`src/rtl/ctl_pkg.sv`:
```
package ctl_pkg;

    localparam int OPC_W   = 4;
    localparam int NUM_OPS = 2 ** OPC_W;

    typedef enum logic [OPC_W-1:0] {
        OP_MOVR = 4'd0,
        OP_MOVI = 4'd1,
        OP_LDM  = 4'd2,
        OP_STM  = 4'd3,
        OP_ADD  = 4'd4,
        OP_SUB  = 4'd5,
        OP_AND  = 4'd6,
        OP_OR   = 4'd7,
        OP_CMP  = 4'd8,
        OP_BRA  = 4'd9,
        OP_BRZ  = 4'd10,
        OP_BRNZ = 4'd11,
        OP_BRM  = 4'd12,
        OP_INC  = 4'd13,
        OP_INV  = 4'd14,
        OP_SHL  = 4'd15
    } opcode_e;

    typedef enum logic [2:0] {
        ALU_ADD = 3'd0,
        ALU_SUB = 3'd1,
        ALU_AND = 3'd2,
        ALU_OR  = 3'd3,
        ALU_INC = 3'd4,
        ALU_INV = 3'd5,
        ALU_SHL = 3'd6
    } alu_e;

    typedef struct packed {
        logic pc_out;
        logic pc_in;
        logic mar_in;
        logic mdr_in_ext;
        logic mdr_in_int;
        logic mdr_out;
        logic ir_in;
        logic y_in;
        logic z_in;
        logic z_out;
        logic offset_out;
        logic gpr_out;
        logic gpr_out_rx;
        logic gpr_in;
        logic mux_sel_y;
        logic mem_read;
        logic mem_write;
        logic wait_mfc;
        logic fin;
        alu_e alu;
    } ctl_word_t;

endpackage

```
`src/rtl/ctl_opdecode.sv`:
```
module ctl_opdecode #(
    parameter int OPC_W = 4,
    localparam int NUM_OPS = 2 ** OPC_W
) (
    input  logic [OPC_W-1:0]   opc,
    output logic [NUM_OPS-1:0] op_hot
);

    for (genvar i = 0; i < NUM_OPS; i++) begin : g_dec
        assign op_hot[i] = (opc == OPC_W'(i));
    end

endmodule

```
`src/rtl/ctl_step_counter.sv`:
```
module ctl_step_counter #(
    parameter int STEP_W = 3
) (
    input  logic              clk,
    input  logic              rst_n,
    input  logic              stall,
    input  logic              fin,
    output logic [STEP_W-1:0] step
);

    typedef struct packed {
        logic [STEP_W-1:0] step;
    } cnt_state_t;

    cnt_state_t state_d, state_q;

    always_comb begin
        state_d = state_q;
        if (stall) begin
            state_d.step = state_q.step;
        end else if (fin) begin
            state_d.step = STEP_W'(1);
        end else begin
            state_d.step = state_q.step + STEP_W'(1);
        end
    end

    always_ff @(posedge clk or negedge rst_n) begin
        if (!rst_n) begin
            state_q.step <= STEP_W'(1);
        end else begin
            state_q <= state_d;
        end
    end

    assign step = state_q.step;

    // a waiting step keeps its timing state
    a_r3_hold_while_waiting: assert property (@(posedge clk) disable iff (!rst_n)
        stall |=> $stable(state_q.step));

    // an accepted end restarts at step 1
    a_r1_end_restarts: assert property (@(posedge clk) disable iff (!rst_n)
        (fin && !stall) |=> (state_q.step == STEP_W'(1)));

    // the counter never reaches the unused zero state
    a_r13_step_nonzero: assert property (@(posedge clk) disable iff (!rst_n)
        state_q.step != '0);

endmodule

```
`src/rtl/ctl_signal_gen.sv`:
```
module ctl_signal_gen
    import ctl_pkg::*;
#(
    parameter int STEP_W = 3,
    localparam int MAX_STEP = 2 ** STEP_W - 1
) (
    input  logic [STEP_W-1:0]  step,
    input  logic [NUM_OPS-1:0] op_hot,
    input  logic               flag_z,
    input  logic               flag_n,
    output ctl_word_t          cw
);

    logic [MAX_STEP:0] t;

    for (genvar i = 0; i <= MAX_STEP; i++) begin : g_step
        assign t[i] = (step == STEP_W'(i));
    end

    logic alu_rr, unary, br_any, br_fail, movr, movi, ldm, stm, cmp;
    logic known;

    always_comb begin
        movr    = op_hot[OP_MOVR];
        movi    = op_hot[OP_MOVI];
        ldm     = op_hot[OP_LDM];
        stm     = op_hot[OP_STM];
        cmp     = op_hot[OP_CMP];
        alu_rr  = op_hot[OP_ADD] | op_hot[OP_SUB] | op_hot[OP_AND] | op_hot[OP_OR];
        unary   = op_hot[OP_INC] | op_hot[OP_INV] | op_hot[OP_SHL];
        br_any  = op_hot[OP_BRA] | op_hot[OP_BRZ] | op_hot[OP_BRNZ] | op_hot[OP_BRM];
        br_fail = (op_hot[OP_BRZ] & ~flag_z) | (op_hot[OP_BRNZ] & flag_z)
                | (op_hot[OP_BRM] & ~flag_n);

        known = t[1] | t[2] | t[3] | t[4]
              | (t[5] & (ldm | stm | alu_rr | cmp | (br_any & ~br_fail) | unary))
              | (t[6] & (alu_rr | ldm | stm));

        cw            = '0;
        cw.pc_out     = t[1];
        cw.mar_in     = t[1] | (t[4] & (ldm | stm));
        cw.mem_read   = t[1] | (t[4] & ldm);
        cw.z_in       = t[1] | (t[5] & alu_rr) | (t[4] & (br_any | unary));
        cw.z_out      = t[2] | (t[6] & alu_rr) | (t[5] & (br_any | unary));
        cw.pc_in      = t[2] | (t[5] & br_any);
        cw.y_in       = t[2] | (t[4] & (alu_rr | cmp));
        cw.mdr_in_ext = t[2] | (t[5] & ldm);
        cw.wait_mfc   = t[2] | (t[5] & ldm) | (t[6] & stm);
        cw.mdr_out    = t[3] | (t[6] & ldm);
        cw.ir_in      = t[3];
        cw.offset_out = t[4] & (movi | cmp | br_any);
        cw.gpr_out    = (t[4] & (movr | ldm | stm | alu_rr | unary))
                      | (t[5] & (stm | alu_rr | cmp));
        cw.gpr_out_rx = (t[4] & (movr | ldm)) | (t[5] & (stm | alu_rr));
        cw.gpr_in     = (t[4] & (movr | movi)) | (t[5] & unary) | (t[6] & (alu_rr | ldm));
        cw.mdr_in_int = t[5] & stm;
        cw.mem_write  = t[6] & stm;
        cw.mux_sel_y  = (t[5] & (alu_rr | cmp)) | (t[4] & br_any);
        cw.fin        = (t[4] & (movr | movi | br_fail))
                      | (t[5] & (cmp | br_any | unary))
                      | (t[6] & (alu_rr | ldm | stm))
                      | ~known;

        cw.alu = ALU_ADD;
        if (t[5]) begin
            if (op_hot[OP_SUB] | cmp)  cw.alu = ALU_SUB;
            else if (op_hot[OP_AND])   cw.alu = ALU_AND;
            else if (op_hot[OP_OR])    cw.alu = ALU_OR;
        end else if (t[4]) begin
            if (op_hot[OP_INC])        cw.alu = ALU_INC;
            else if (op_hot[OP_INV])   cw.alu = ALU_INV;
            else if (op_hot[OP_SHL])   cw.alu = ALU_SHL;
        end

        if (!known) begin
            cw     = '0;
            cw.fin = 1'b1;
            cw.alu = ALU_ADD;
        end
    end

    // an undefined step drives no transfer at all
    always_comb begin
        if (!known) begin
            a_r13_undef_quiet: assert (!cw.gpr_in && !cw.pc_in && !cw.mem_write);
        end
    end

endmodule

```
`src/rtl/hw_step_ctrl.sv`:
```
module hw_step_ctrl
    import ctl_pkg::*;
#(
    parameter int STEP_W = 3,
    parameter int REG_W  = 5
) (
    input  logic             clk,
    input  logic             rst_n,
    input  logic [3:0]       ir_opcode,
    input  logic [REG_W-1:0] ir_ry,
    input  logic [REG_W-1:0] ir_rx,
    input  logic             flag_z,
    input  logic             flag_n,
    input  logic             mfc,
    output logic             pc_out,
    output logic             pc_in,
    output logic             mar_in,
    output logic             mdr_in_ext,
    output logic             mdr_in_int,
    output logic             mdr_out,
    output logic             ir_in,
    output logic             y_in,
    output logic             z_in,
    output logic             z_out,
    output logic             offset_out,
    output logic             gpr_out,
    output logic [REG_W-1:0] gpr_out_idx,
    output logic             gpr_in,
    output logic [REG_W-1:0] gpr_in_idx,
    output logic             mux_sel_y,
    output logic [2:0]       alu_op,
    output logic             mem_read,
    output logic             mem_write,
    output logic             end_o
);

    logic [STEP_W-1:0]  step;
    logic [NUM_OPS-1:0] op_hot;
    ctl_word_t          cw;
    logic               stall;

    ctl_opdecode #(.OPC_W(OPC_W)) u_dec (
        .opc    (ir_opcode),
        .op_hot (op_hot)
    );

    ctl_signal_gen #(.STEP_W(STEP_W)) u_gen (
        .step   (step),
        .op_hot (op_hot),
        .flag_z (flag_z),
        .flag_n (flag_n),
        .cw     (cw)
    );

    assign stall = cw.wait_mfc & ~mfc;

    ctl_step_counter #(.STEP_W(STEP_W)) u_cnt (
        .clk   (clk),
        .rst_n (rst_n),
        .stall (stall),
        .fin   (cw.fin),
        .step  (step)
    );

    assign pc_out      = cw.pc_out;
    assign pc_in       = cw.pc_in;
    assign mar_in      = cw.mar_in;
    assign mdr_in_ext  = cw.mdr_in_ext;
    assign mdr_in_int  = cw.mdr_in_int;
    assign mdr_out     = cw.mdr_out;
    assign ir_in       = cw.ir_in;
    assign y_in        = cw.y_in;
    assign z_in        = cw.z_in;
    assign z_out       = cw.z_out;
    assign offset_out  = cw.offset_out;
    assign gpr_out     = cw.gpr_out;
    assign gpr_out_idx = cw.gpr_out_rx ? ir_rx : ir_ry;
    assign gpr_in      = cw.gpr_in;
    assign gpr_in_idx  = ir_ry;
    assign mux_sel_y   = cw.mux_sel_y;
    assign alu_op      = cw.alu;
    assign mem_read    = cw.mem_read;
    assign mem_write   = cw.mem_write;
    assign end_o       = cw.fin & ~stall;

    // single bus has at most one driver
    a_r12_one_driver: assert property (@(posedge clk) disable iff (!rst_n)
        $onehot0({pc_out, mdr_out, z_out, offset_out, gpr_out}));

    // read and write are exclusive
    a_r12_rw_excl: assert property (@(posedge clk) disable iff (!rst_n)
        !(mem_read && mem_write));

    // the cycle after end is fetch step 1
    a_r1_fetch_after_end: assert property (@(posedge clk) disable iff (!rst_n)
        end_o |=> (pc_out && mar_in && mem_read && z_in && !mux_sel_y && alu_op == 3'd0));

    // no end while waiting for memory
    a_r3_no_end_in_wait: assert property (@(posedge clk) disable iff (!rst_n)
        (cw.wait_mfc && !mfc) |-> !end_o);

endmodule

```
`config.mk`:
```
export PLATFORM = sky130hd
export DESIGN_NAME = hw_step_ctrl
export DESIGN_NICKNAME = d
export VERILOG_FILES = /design/src/rtl/ctl_pkg.sv /design/src/rtl/ctl_opdecode.sv /design/src/rtl/ctl_step_counter.sv /design/src/rtl/ctl_signal_gen.sv /design/src/rtl/hw_step_ctrl.sv
export SDC_FILE = /design/constraint.sdc
export NUM_CORES = 1
export LEC_CHECK = 0
export CAP_MARGIN = 5
export CORE_MARGIN = 1
export CORE_UTILIZATION = 40
export CTS_CLUSTER_DIAMETER = 40
export DETAILED_ROUTE_END_ITERATION = 6
export GPL_ROUTABILITY_DRIVEN = 0
export HOLD_SLACK_MARGIN = 0.08
export PLACE_DENSITY = 0.78
export REMOVE_ABC_BUFFERS = 1
export SLEW_MARGIN = 20
export SYNTH_ARGS = -nofsm -noshare
export SYNTH_HDL_FRONTEND = slang
export SYNTH_SLANG_ARGS = --single-unit
```
`constraint.sdc`:
```
create_clock -name clk -period 6.07 [get_ports clk]
set_clock_uncertainty 0.05 [all_clocks]
set_input_delay 1.214 -clock clk [delete_from_list [all_inputs] [get_ports clk]]
set_output_delay 1.214 -clock clk [all_outputs]
set_load 0.01 [all_outputs]
```
==> impl_metrics.toml <==
[global_routing]
grt_use_total_pct = 22.9
grt_pass1_wl_um = 4530
grt_pass1_vias = 978
grt_max_degree = 26
antenna_found_initial = 0
grt-ovfl-total = 0

[worst_setup_path]
worst-setup-path-type = "in -> out"
cp_slowest_cell = "clkdlybuf4s50_1"
critical-path-top-cell-by-count = "clkdlybuf4s50_1"
cp-start-kind = "input pin"
max_stage_delay_ns = 0.98
cp.arrival_ns = 3.86
path_buf_inv = 2
r2r_slack_ns = 3.80
cp_top_family = "buffers and inverters"
end_kind = "primary output"
crit_chain = "clkdlybuf4s50_1 > nor2b_1 > o31a_1 > a2111oi_4 > nand2_1 > a31oi_1 > clkdlybuf4s50_1"
worst-endpoint-required_ns = 4.81
path_max_fanout = 24

[clock_network]
cts_buffer_depth = 2
cts_tree = "built"
cts_buffers = 3
cts.sinks = 3
hold_buffers = 0
clockRootBuffer = "clkbuf_4"
clk_latency_ns = 0.23
ctsResizeCount = 0
cts_setup_buffers = 0
cts.reportedPaths.clkPinSlew_ns = 0.04
h-tree-depth = 1

[power_and_ir_drop]
p_leak_nw = 0.505
p_per_area_nw_per_um2 = 289
power_w = 0.000398
peakVddDrop_mv = 0.195

[synthesis]
synth_edf_count = 0
syn_area_um2 = 927
ys_seq_area_share_pct = 8.23
synth_top_cell_area_share_pct = 6.75
synth.area.top_cells = "ha_1 6.7%, mux2_1 6.1%, o21ai_0 5.9%"
synthFlopType = "dfrtp_1"
synth.largest_area_cell = "ha_1"
ys_top_cells_by_count = "14 x nand2_1, 11 x o21ai_0, 7 x buf_4, 7 x nor2_1"
ys_types = 47
yosys_warnings = 0
synth.avg_cell_area_um2 = 7.13
async_reset_ff_share_pct = 100
ys_seq_elements = 3
synth_most_common_cell = "nand2_1"
synthCells = 130

[cells_and_area]
nets = 192
regMostFlops = "u_cnt.step"
syn_to_final_growth_pct = 48.4
reg_top3 = "u_cnt.step (3)"
largest_reg_flops = 3
diodes = 0
drive_above_1_share_pct = 8.38

[run_status]
outcome = "finished clean"

[floorplanning]
dieArea_um2 = 2510
initial_core_util_pct = 42.3
io_pins = 49
die_height_um = 50.1
fp-row-count = 17
core_um2 = 2190
chipWidth_um = 50.1

[sta]
setup_viol = 0
rsz0062_at_grt = "false"
hold_viol_final = 0
min_period_ns = 5.13
relSlewSlack_pct = 47.4
setup_tns_ns = 0
fmax_mhz = 195
finalMaxSlewViolations = 0
worst_pin_slew_ns = 0.787
min_period_over_period_pct = 84.5

[route]
post_drt_via_cell_ratio = 5.78
routedWlPerCell_um = 14.5
wirelength_um = 2840
num_vias = 1127
drc = 0
detail-route-antenna-nets = 0
dr.pass1.iters = 4
first_iter_violations = 30

[hold_path]
worstHoldPathType = "reg -> reg"

[run]
timing.max_cap.violations = 0

[placement]
hpwl_um = 2210
port_buffers = 48
-- metrics by stage --
step           cell area [µm²]  cells  setup WS (ns)  hold slack [ns]  util (%)
6_report                  1380    195          0.942            0.532      62.8
5_1_grt                   1380    195          0.743            0.561      62.8
4_1_cts                   1380    195          0.979            0.545      62.8
3_5_place_dp              1350    191          0.986            0.534      61.6
3_3_place_gp              1350    191           1.06            0.493      61.6
2_1_floorplan              835    115           2.54            0.450         -
-- worst reg2reg max path, delay by kind of cell, from the launching register on --
family / cells / cell delay [ns]
simple gates: 4 / 0.93
compound gates: 1 / 0.40
flops: 1 / 0.55
fa+ha+maj: 1 / 0.26
-- routing by layer --
layer / GRT usage (%) / vias up / wire length [µm]
li1: - / 548 / -
met1: 31.9 / 538 / 1240
met2: 37.6 / 41 / 1450
met3: 0.303 / 0 / 141
met4: 8.57 / 0 / 0
met5: 0 / - / 0
-- report_power, final --
group	total (W)	switching, W	internal, W
clock	0.0000352	0.0000105	0.0000246
combinational	0.000320	0.000149	0.000171
sequential	0.0000427	0.0000111	0.0000315
total	0.000398	0.000171	0.000227
-- layout make-up --
type / count / area (µm²)
Tap cell: 28 / 35.0
Sequential cell: 3 / 76.3
Multi-Input combinational cell: 106 / 736
Timing Repair Buffer: 48 / 480
Inverter: 6 / 22.5
Clock buffer: 4 / 26.3
Fill cell: 214 / 815
-- path summary, 6_finish.rpt --
kind                            endpoint  cells past startpoint     startpoint
min                        u_cnt.step[1]                      2  u_cnt.step[1]
min in group asynchronous  u_cnt.step[2]                      1          rst_n
max in group asynchronous  u_cnt.step[0]                      1          rst_n
min reg2reg                u_cnt.step[1]                      2  u_cnt.step[1]
max                                end_o                      7   ir_opcode[0]
max reg2reg                u_cnt.step[0]                      6  u_cnt.step[0]
-- logic make-up (layout without fill, tap and decap cells) --
group	Yosys count	in the layout	synth area share (%)
buf+inv	21	58	12.4
flops	3	3	8.23
simple gates	56	56	34.7
mux	5	5	6.07
fa+ha+maj	5	5	6.75
compound gates	40	40	31.8
-- cells in the final DEF, fill, tap and decap left out, drive strengths merged, types with 3 or more instances in the layout --
cell / n
a21oi: 5
a31oi: 3
and2: 5
clkbuf: 4
clkdlybuf4s50: 48
ha: 5
inv: 6
mux2: 5
nand2: 15
nand2b: 3
nor2: 7
nor2b: 5
nor3: 4
o21ai: 12
or3: 3
No activity file was read; power rests on OpenSTA's default activity.
